**src/rtl/sar_rd_pkg.sv**
```systemverilog
package sar_rd_pkg;
  typedef enum logic {
    CV_IDLE = 1'b0,
    CV_RUN  = 1'b1
  } conv_state_e;
endpackage

```
**src/rtl/sar_start_qual.sv**
```systemverilog
// Qualifies the combined start request: it must stay low for HOLD_CYC edges
// while idle and must have been seen high while idle since the last start.
module sar_start_qual #(
  parameter int HOLD_CYC = 5
) (
  input  logic clk,
  input  logic rst_n,
  input  logic cs_n,
  input  logic rc_n,
  input  logic idle_i,
  output logic start_o
);
  localparam int CW = $clog2(HOLD_CYC + 1);
  localparam logic [CW-1:0] HOLD_LAST = CW'(HOLD_CYC - 1);

  logic          req_low;
  logic [CW-1:0] hold_q, hold_d;
  logic          armed_q, armed_d;

  assign req_low = ~(cs_n | rc_n);

  always_comb begin
    hold_d  = hold_q;
    armed_d = armed_q;
    start_o = 1'b0;
    if (!idle_i) begin
      hold_d  = '0;
      armed_d = 1'b0;
    end else if (!req_low) begin
      hold_d  = '0;
      armed_d = 1'b1;
    end else if (armed_q) begin
      if (hold_q == HOLD_LAST) begin
        start_o = 1'b1;
        hold_d  = '0;
        armed_d = 1'b0;
      end else begin
        hold_d = hold_q + CW'(1);
      end
    end
  end

  always_ff @(posedge clk or negedge rst_n) begin
    if (!rst_n) begin
      hold_q  <= '0;
      armed_q <= 1'b0;
    end else begin
      hold_q  <= hold_d;
      armed_q <= armed_d;
    end
  end
endmodule

```
**src/rtl/sar_conv_timer.sv**
```systemverilog
// Fixed-length conversion window; stands in for the bit-decision sequence.
module sar_conv_timer
  import sar_rd_pkg::*;
#(
  parameter int CONV_CYCLES = 72
) (
  input  logic clk,
  input  logic rst_n,
  input  logic start_i,
  output logic busy_n_o,
  output logic done_o
);
  localparam int TW = $clog2(CONV_CYCLES);
  localparam logic [TW-1:0] T_LAST = TW'(CONV_CYCLES - 1);

  conv_state_e   st_q, st_d;
  logic [TW-1:0] cnt_q, cnt_d;

  assign done_o   = (st_q == CV_RUN) && (cnt_q == T_LAST);
  assign busy_n_o = (st_q == CV_IDLE);

  always_comb begin
    st_d  = st_q;
    cnt_d = cnt_q;
    case (st_q)
      CV_IDLE: if (start_i) begin
        st_d  = CV_RUN;
        cnt_d = '0;
      end
      CV_RUN: begin
        if (done_o) st_d  = CV_IDLE;
        else        cnt_d = cnt_q + TW'(1);
      end
      default: st_d = CV_IDLE;
    endcase
  end

  always_ff @(posedge clk or negedge rst_n) begin
    if (!rst_n) begin
      st_q  <= CV_IDLE;
      cnt_q <= '0;
    end else begin
      st_q  <= st_d;
      cnt_q <= cnt_d;
    end
  end
endmodule

```
**src/rtl/sar_out_shifter.sv**
```systemverilog
// Result store and serial output path for both clocking modes.
module sar_out_shifter #(
  parameter int WORD_W    = 16,
  parameter int DCLK_HALF = 2
) (
  input  logic              clk,
  input  logic              rst_n,
  input  logic              ext_mode_i,
  input  logic              ext_sclk_i,
  input  logic              tag_i,
  input  logic [WORD_W-1:0] result_i,
  input  logic              start_i,
  input  logic              done_i,
  output logic              sdata_o,
  output logic              dclk_o,
  output logic              valid_o
);
  localparam int IW = $clog2(WORD_W + 1);
  localparam int PW = $clog2(2 * DCLK_HALF);
  localparam logic [IW-1:0] IDX_END   = IW'(WORD_W);
  localparam logic [PW-1:0] PH_LAST   = PW'(2 * DCLK_HALF - 1);
  localparam logic [PW-1:0] PH_HI_END = PW'(DCLK_HALF);

  logic [WORD_W-1:0] res_q, res_d, sh_q, sh_d;
  logic              have_q, have_d;
  logic [IW-1:0]     idx_q, idx_d;
  logic [PW-1:0]     ph_q, ph_d;
  logic              tag_q, tag_d;
  logic              valid_q, valid_d;
  logic              sclk_q;
  logic              dclk_q, dclk_d;
  logic              shifting, int_step, ext_step;

  assign shifting = (idx_q != IDX_END);
  assign int_step = !ext_mode_i && shifting && (ph_q == PH_LAST);
  assign ext_step = ext_mode_i && shifting && sclk_q && !ext_sclk_i;

  always_comb begin
    res_d   = res_q;
    have_d  = have_q;
    sh_d    = sh_q;
    idx_d   = idx_q;
    ph_d    = ph_q;
    tag_d   = tag_q;
    valid_d = valid_q;
    if (start_i) begin
      sh_d    = res_q;
      idx_d   = '0;
      ph_d    = '0;
      tag_d   = tag_i;
      valid_d = have_q;
    end else if (done_i && ext_mode_i) begin
      sh_d    = result_i;
      idx_d   = '0;
      ph_d    = '0;
      valid_d = 1'b1;
    end else if (int_step || ext_step) begin
      sh_d  = {sh_q[WORD_W-2:0], 1'b0};
      idx_d = idx_q + IW'(1);
      ph_d  = '0;
    end else if (!ext_mode_i && shifting) begin
      ph_d = ph_q + PW'(1);
    end
    if (done_i) begin
      res_d  = result_i;
      have_d = 1'b1;
    end
    dclk_d = !ext_mode_i && (idx_d != IDX_END) && (ph_d != '0) && (ph_d <= PH_HI_END);
  end

  always_ff @(posedge clk or negedge rst_n) begin
    if (!rst_n) begin
      res_q   <= '0;
      have_q  <= 1'b0;
      sh_q    <= '0;
      idx_q   <= IDX_END;
      ph_q    <= '0;
      tag_q   <= 1'b0;
      valid_q <= 1'b0;
      sclk_q  <= 1'b0;
      dclk_q  <= 1'b0;
    end else begin
      res_q   <= res_d;
      have_q  <= have_d;
      sh_q    <= sh_d;
      idx_q   <= idx_d;
      ph_q    <= ph_d;
      tag_q   <= tag_d;
      valid_q <= valid_d;
      sclk_q  <= ext_sclk_i;
      dclk_q  <= dclk_d;
    end
  end

  assign sdata_o = shifting ? sh_q[WORD_W-1] : tag_q;
  assign dclk_o  = dclk_q;
  assign valid_o = valid_q;
endmodule

```
**src/rtl/sar_serial_readout.sv**
```systemverilog
module sar_serial_readout #(
  parameter int WORD_W        = 16,
  parameter int CLK_PERIOD_NS = 10,
  parameter int HOLD_NS       = 50,
  parameter int CONV_CYCLES   = 72,
  parameter int DCLK_HALF     = 2
) (
  input  logic              clk,
  input  logic              rst_n,
  input  logic              cs_n,
  input  logic              rc_n,
  input  logic              ext_clk_mode,
  input  logic              ext_sclk,
  input  logic              tag_in,
  input  logic [WORD_W-1:0] result_in,
  output logic              busy_n,
  output logic              sdata,
  output logic              dclk,
  output logic              data_valid
);
  localparam int HOLD_CYC = (HOLD_NS + CLK_PERIOD_NS - 1) / CLK_PERIOD_NS;

  logic [1:0] rst_pipe;
  logic       rst_n_s;
  logic       start_w, done_w, busy_n_w;

  always_ff @(posedge clk or negedge rst_n) begin
    if (!rst_n) rst_pipe <= 2'b00;
    else        rst_pipe <= {rst_pipe[0], 1'b1};
  end
  assign rst_n_s = rst_pipe[1];

  sar_start_qual #(.HOLD_CYC(HOLD_CYC)) u_qual (
    .clk     (clk),
    .rst_n   (rst_n_s),
    .cs_n    (cs_n),
    .rc_n    (rc_n),
    .idle_i  (busy_n_w),
    .start_o (start_w)
  );

  sar_conv_timer #(.CONV_CYCLES(CONV_CYCLES)) u_timer (
    .clk      (clk),
    .rst_n    (rst_n_s),
    .start_i  (start_w),
    .busy_n_o (busy_n_w),
    .done_o   (done_w)
  );

  sar_out_shifter #(.WORD_W(WORD_W), .DCLK_HALF(DCLK_HALF)) u_shift (
    .clk        (clk),
    .rst_n      (rst_n_s),
    .ext_mode_i (ext_clk_mode),
    .ext_sclk_i (ext_sclk),
    .tag_i      (tag_in),
    .result_i   (result_in),
    .start_i    (start_w),
    .done_i     (done_w),
    .sdata_o    (sdata),
    .dclk_o     (dclk),
    .valid_o    (data_valid)
  );

  assign busy_n = busy_n_w;
endmodule

```
**config.mk**
```make
export PLATFORM = sky130hd
export DESIGN_NAME = sar_serial_readout
export DESIGN_NICKNAME = d
export VERILOG_FILES = /design/src/rtl/sar_rd_pkg.sv /design/src/rtl/sar_start_qual.sv /design/src/rtl/sar_conv_timer.sv /design/src/rtl/sar_out_shifter.sv /design/src/rtl/sar_serial_readout.sv
export SDC_FILE = /design/constraint.sdc
export NUM_CORES = 1
export LEC_CHECK = 0
export ABC_CLOCK_PERIOD_IN_PS = 5800
export BUFFER_PORTS_ARGS = -buffer_cell sky130_fd_sc_hd__buf_2
export CAP_MARGIN = 20
export CORE_ASPECT_RATIO = 0.75
export CORE_MARGIN = 5
export CORE_UTILIZATION = 60
export DETAILED_ROUTE_END_ITERATION = 7
export PLACE_DENSITY = 0.89
export RECOVER_POWER = 50
export SLEW_MARGIN = 15
export SYNTH_ARGS = -nofsm -noshare
export SYNTH_HDL_FRONTEND = slang
export SYNTH_HIERARCHICAL = 1
export SYNTH_SLANG_ARGS = --single-unit
```
**constraint.sdc**
```tcl
create_clock -name clk -period 5.8 [get_ports clk]
set_clock_uncertainty 0.15 [all_clocks]
set_input_delay 1.16 -clock clk [delete_from_list [all_inputs] [get_ports clk]]
set_output_delay 1.16 -clock clk [all_outputs]
set_load 0.02 [all_outputs]
```
==> results_dict.tcl <==
set metrics [dict create \
    ir_drop_mv 0.237 \
    post-place-ws_ns 2.28 \
    yosys.area_share.simple_pct 17.5 \
    ys_ff_latch 58 \
    clk_latency_ns 0.35 \
    worstPathRequired_ns 4.49 \
    fp-row-count 21 \
    setup_slack_ns 2.42 \
    worstPathMaxFanout 10 \
    yosysWarnings 6 \
    cts_max_level 3 \
    final_area_mm2 0.00325 \
    via_per_inst 5.81 \
    die_h_um 70.1 \
    syn_to_final_growth_pct 12.4 \
    drv_slew 49 \
    vias 2232 \
    cts_tree "yes" \
    clk_pin_slew_ns 0.07 \
    synth_top_area_cell "dfrtp_1" \
    slew_headroom_pct -65.3 \
    synth-compound-area-share_pct 14.4 \
    fin_crit_ns 3.38 \
    max_freq_ghz 0.296 \
    root_buffer "clkbuf_8" \
    io_pins 27 \
    firstDrtPassIters 5 \
    track_usage_pct 20.1 \
    cts.sinks 58 \
    wl_um 5970 \
    antenna_found_initial 0 \
    cts_buffers 9 \
    cp.arrival_ns 2.07 \
    synth_ff_type "dfrtp_1" \
    maxCapViolCount 1 \
    failed_checks "capacitance limit, slew limit" \
    synth_xor_xnor_area_share_pct 2.12 \
    synthArstFlopShare_pct 100 \
    p_leak_nw 1.46 \
    routedWlPerCell_um 15.5 \
    hpwl_um 3910 \
    synth_top_family_by_area "simple AND/OR/NAND/NOR gates" \
    hold_class "flop to flop" \
    critPathLaunchType "flop" \
    finalHoldViolCount 0 \
    synth_fa_ha_area_share_pct 2.60 \
    setup_violations 0 \
    utilization_pct 71.0 \
    num-nets-final 351 \
    synthMuxAreaShare_pct 8.45 \
    initial_core_util_pct 63.2 \
    synth_top_area_share_pct 49.4 \
    synthTopCellsByArea "dfrtp_1 (49%), mux2_2 (7.4%), a21oi_1 (6.4%)" \
    period_share_pct 58.3 \
    powerDensity_mw_per_mm2 347 \
    synth.distinct_cells 47 \
    rsz0062_at_grt "false" \
    grt-ovfl-total 0 \
    dp.cells 367 \
    cts_resized 0 \
    place_congestion 0.799 \
    syn-num-nets 327 \
    final_cells 384 \
    syn_area_per_cell_um2 9.69 \
    cp-end-kind "output pin" \
    synth_edf_count 0 \
    clk_path_buf_depth 2 \
    antenna_cells 0 \
    drtAntennaViolNets 0 \
    io_buffers 26 \
    route.detailed.drc 0 \
    yosysSeqAreaShare_pct 50.3 \
    post_cts_buffers 0 \
    outcome "complete, but fails checks" \
    tightestPinTransition_ns 2.48 \
    placed_area_mm2 0.00302 \
    final_layout_size_suffix_gt1_share_pct 23.2 \
    syn_inst 298 \
    grt_first_pass_wirelength_um 10100 \
    synth_area_mm2 0.00289 \
    coreArea_mm2 0.00457 \
    tns_ns 0 \
    grt_max_degree 49 \
    fill_cells 344 \
    die_area_mm2 0.00632 \
    first_global_vias 2230 \
    worst-setup-path-type "flop to output pin" \
    die_x_um 90.1 \
    drt-initial-drc-count 182 \
]
==> registers in the layout (all words and copies together), names as in the netlist, 2 cells and up <==
register	cells
u_shift/sh_q	16
u_qual/hold_q	3
u_shift/idx_q	5
u_shift/ph_q	2
rst_pipe	2
u_shift/res_q	16
u_timer/cnt_q	7
==> routing by layer <==
| layer | vias to the layer above | track usage [%] | wire length, um |
|---|---|---|---|
| met3 | 8 | 8.15 | 346 |
| met5 | - | 0 | 0 |
| met4 | 0 | 5.79 | 72 |
| li1 | 1082 | - | - |
| met1 | 1080 | 25.4 | 2720 |
| met2 | 62 | 32.1 | 2830 |
==> logic make-up (layout without fill, tap and decap cells) <==
| group | count (synthesis) | in the layout |
|---|---|---|
| AOI/OAI and AO/OA | 71 | 71 |
| xor gates and xnor gates | 7 | 7 |
| other | 1 | 1 |
| DFF | 58 | 58 |
| and+or+nand+nor | 107 | 107 |
| buffers and inverters | 26 | 55 |
| adders and majority gates | 6 | 6 |
| muxes | 22 | 22 |
==> through the flow <==
stage | total power [W] | hold slack [ns]
3_3_place_gp | 0.000701 | -0.0470
4_1_cts | 0.00113 | 0.247
6_report | 0.00113 | 0.247
5_1_grt | 0.00119 | 0.259
2_1_floorplan | 0.000667 | 0.181
3_5_place_dp | 0.000717 | -0.0435
==> worst max-delay path, stage by stage, from the launching register on <==
cell	delay [ns]
dfrtp_1	0.43
inv_1	0.12
ha_1	0.15
and4bb_1	0.48
mux2_2	0.38
buf_2	0.16
==> layout by cell type, fill, tap and decap left out, types with 2 or more instances in the layout <==
master | netlist | routed
xnor2_1 | 4 | 4
o22ai_1 | 2 | 2
nand2_1 | 46 | 46
nand3b_1 | 2 | 2
clkinvlp_4 | 0 | 3
ha_1 | 6 | 6
a21oi_1 | 37 | 37
nand3_1 | 25 | 25
clkbuf_1 | 10 | 3
nor2_1 | 15 | 13
buf_2 | 2 | 25
xor2_1 | 3 | 3
clkbuf_8 | 0 | 9
buf_4 | 2 | 2
nor2_2 | 1 | 3
mux2i_1 | 3 | 3
mux2_2 | 19 | 19
inv_1 | 9 | 9
bufinv_16 | 0 | 2
dfrtp_1 | 57 | 56
nand2b_1 | 3 | 3
nor3_1 | 2 | 2
or2_2 | 2 | 2
o21ai_0 | 20 | 20
==> cell usage after synthesis, types with 2 or more instances <==
cell type	number
nand2b_1	3
nand3b_1	2
buf_4	2
nor3_1	2
xor2_1	3
xnor2_1	4
a21oi_1	37
mux2i_1	3
o21ai_0	20
clkbuf_1	10
buf_2	2
dfrtp_1	57
nand3_1	25
inv_1	9
ha_1	6
buf_6	3
mux2_2	19
or2_2	2
o22ai_1	2
nor2_1	15
nand2_1	46
==> cell type report <==
type                       count  area, um2  share of cell area (%)
timing repair buffer          30        158                    4.86
inverter                       9       33.8                    1.04
multi-input combinational    214       1310                    40.4
clock inverter                 6       91.3                    2.81
tap                           57       71.3                    2.20
sequential                    58       1450                    44.8
clock buffer                  10        128                    3.93
==> timing repair <==
action,CTS,global route
hold buffers,1,0
endpoints found under the setup margin,0,0
endpoints found under the hold margin,8,0
==> where the power goes <==
| part | internal, W | switching, W |
|---|---|---|
| sequential | 0.000448 | 0.0000510 |
| combinational | 0.0000989 | 0.000118 |
| clock | 0.000242 | 0.000170 |
==> path summary, 6_finish.rpt <==
path / from / depth (start not counted) / slack, ns / end
setup / recovery: u_shift/idx_q[1] / 5 / 2.42 / sdata
hold / removal: rst_pipe[0] / 0 / 0.25 / rst_pipe[1]
setup reg to reg: u_timer/cnt_q[0] / 8 / 2.56 / u_shift/sh_q[4]
hold reg to reg: rst_pipe[0] / 0 / 0.25 / rst_pipe[1]
max in group asynchronous: rst_pipe[1] / 1 / 3.10 / u_shift/res_q[8]
min in group asynchronous: rst_n / 1 / 0.44 / rst_pipe[0]
Power figures use the tool's default switching activity.
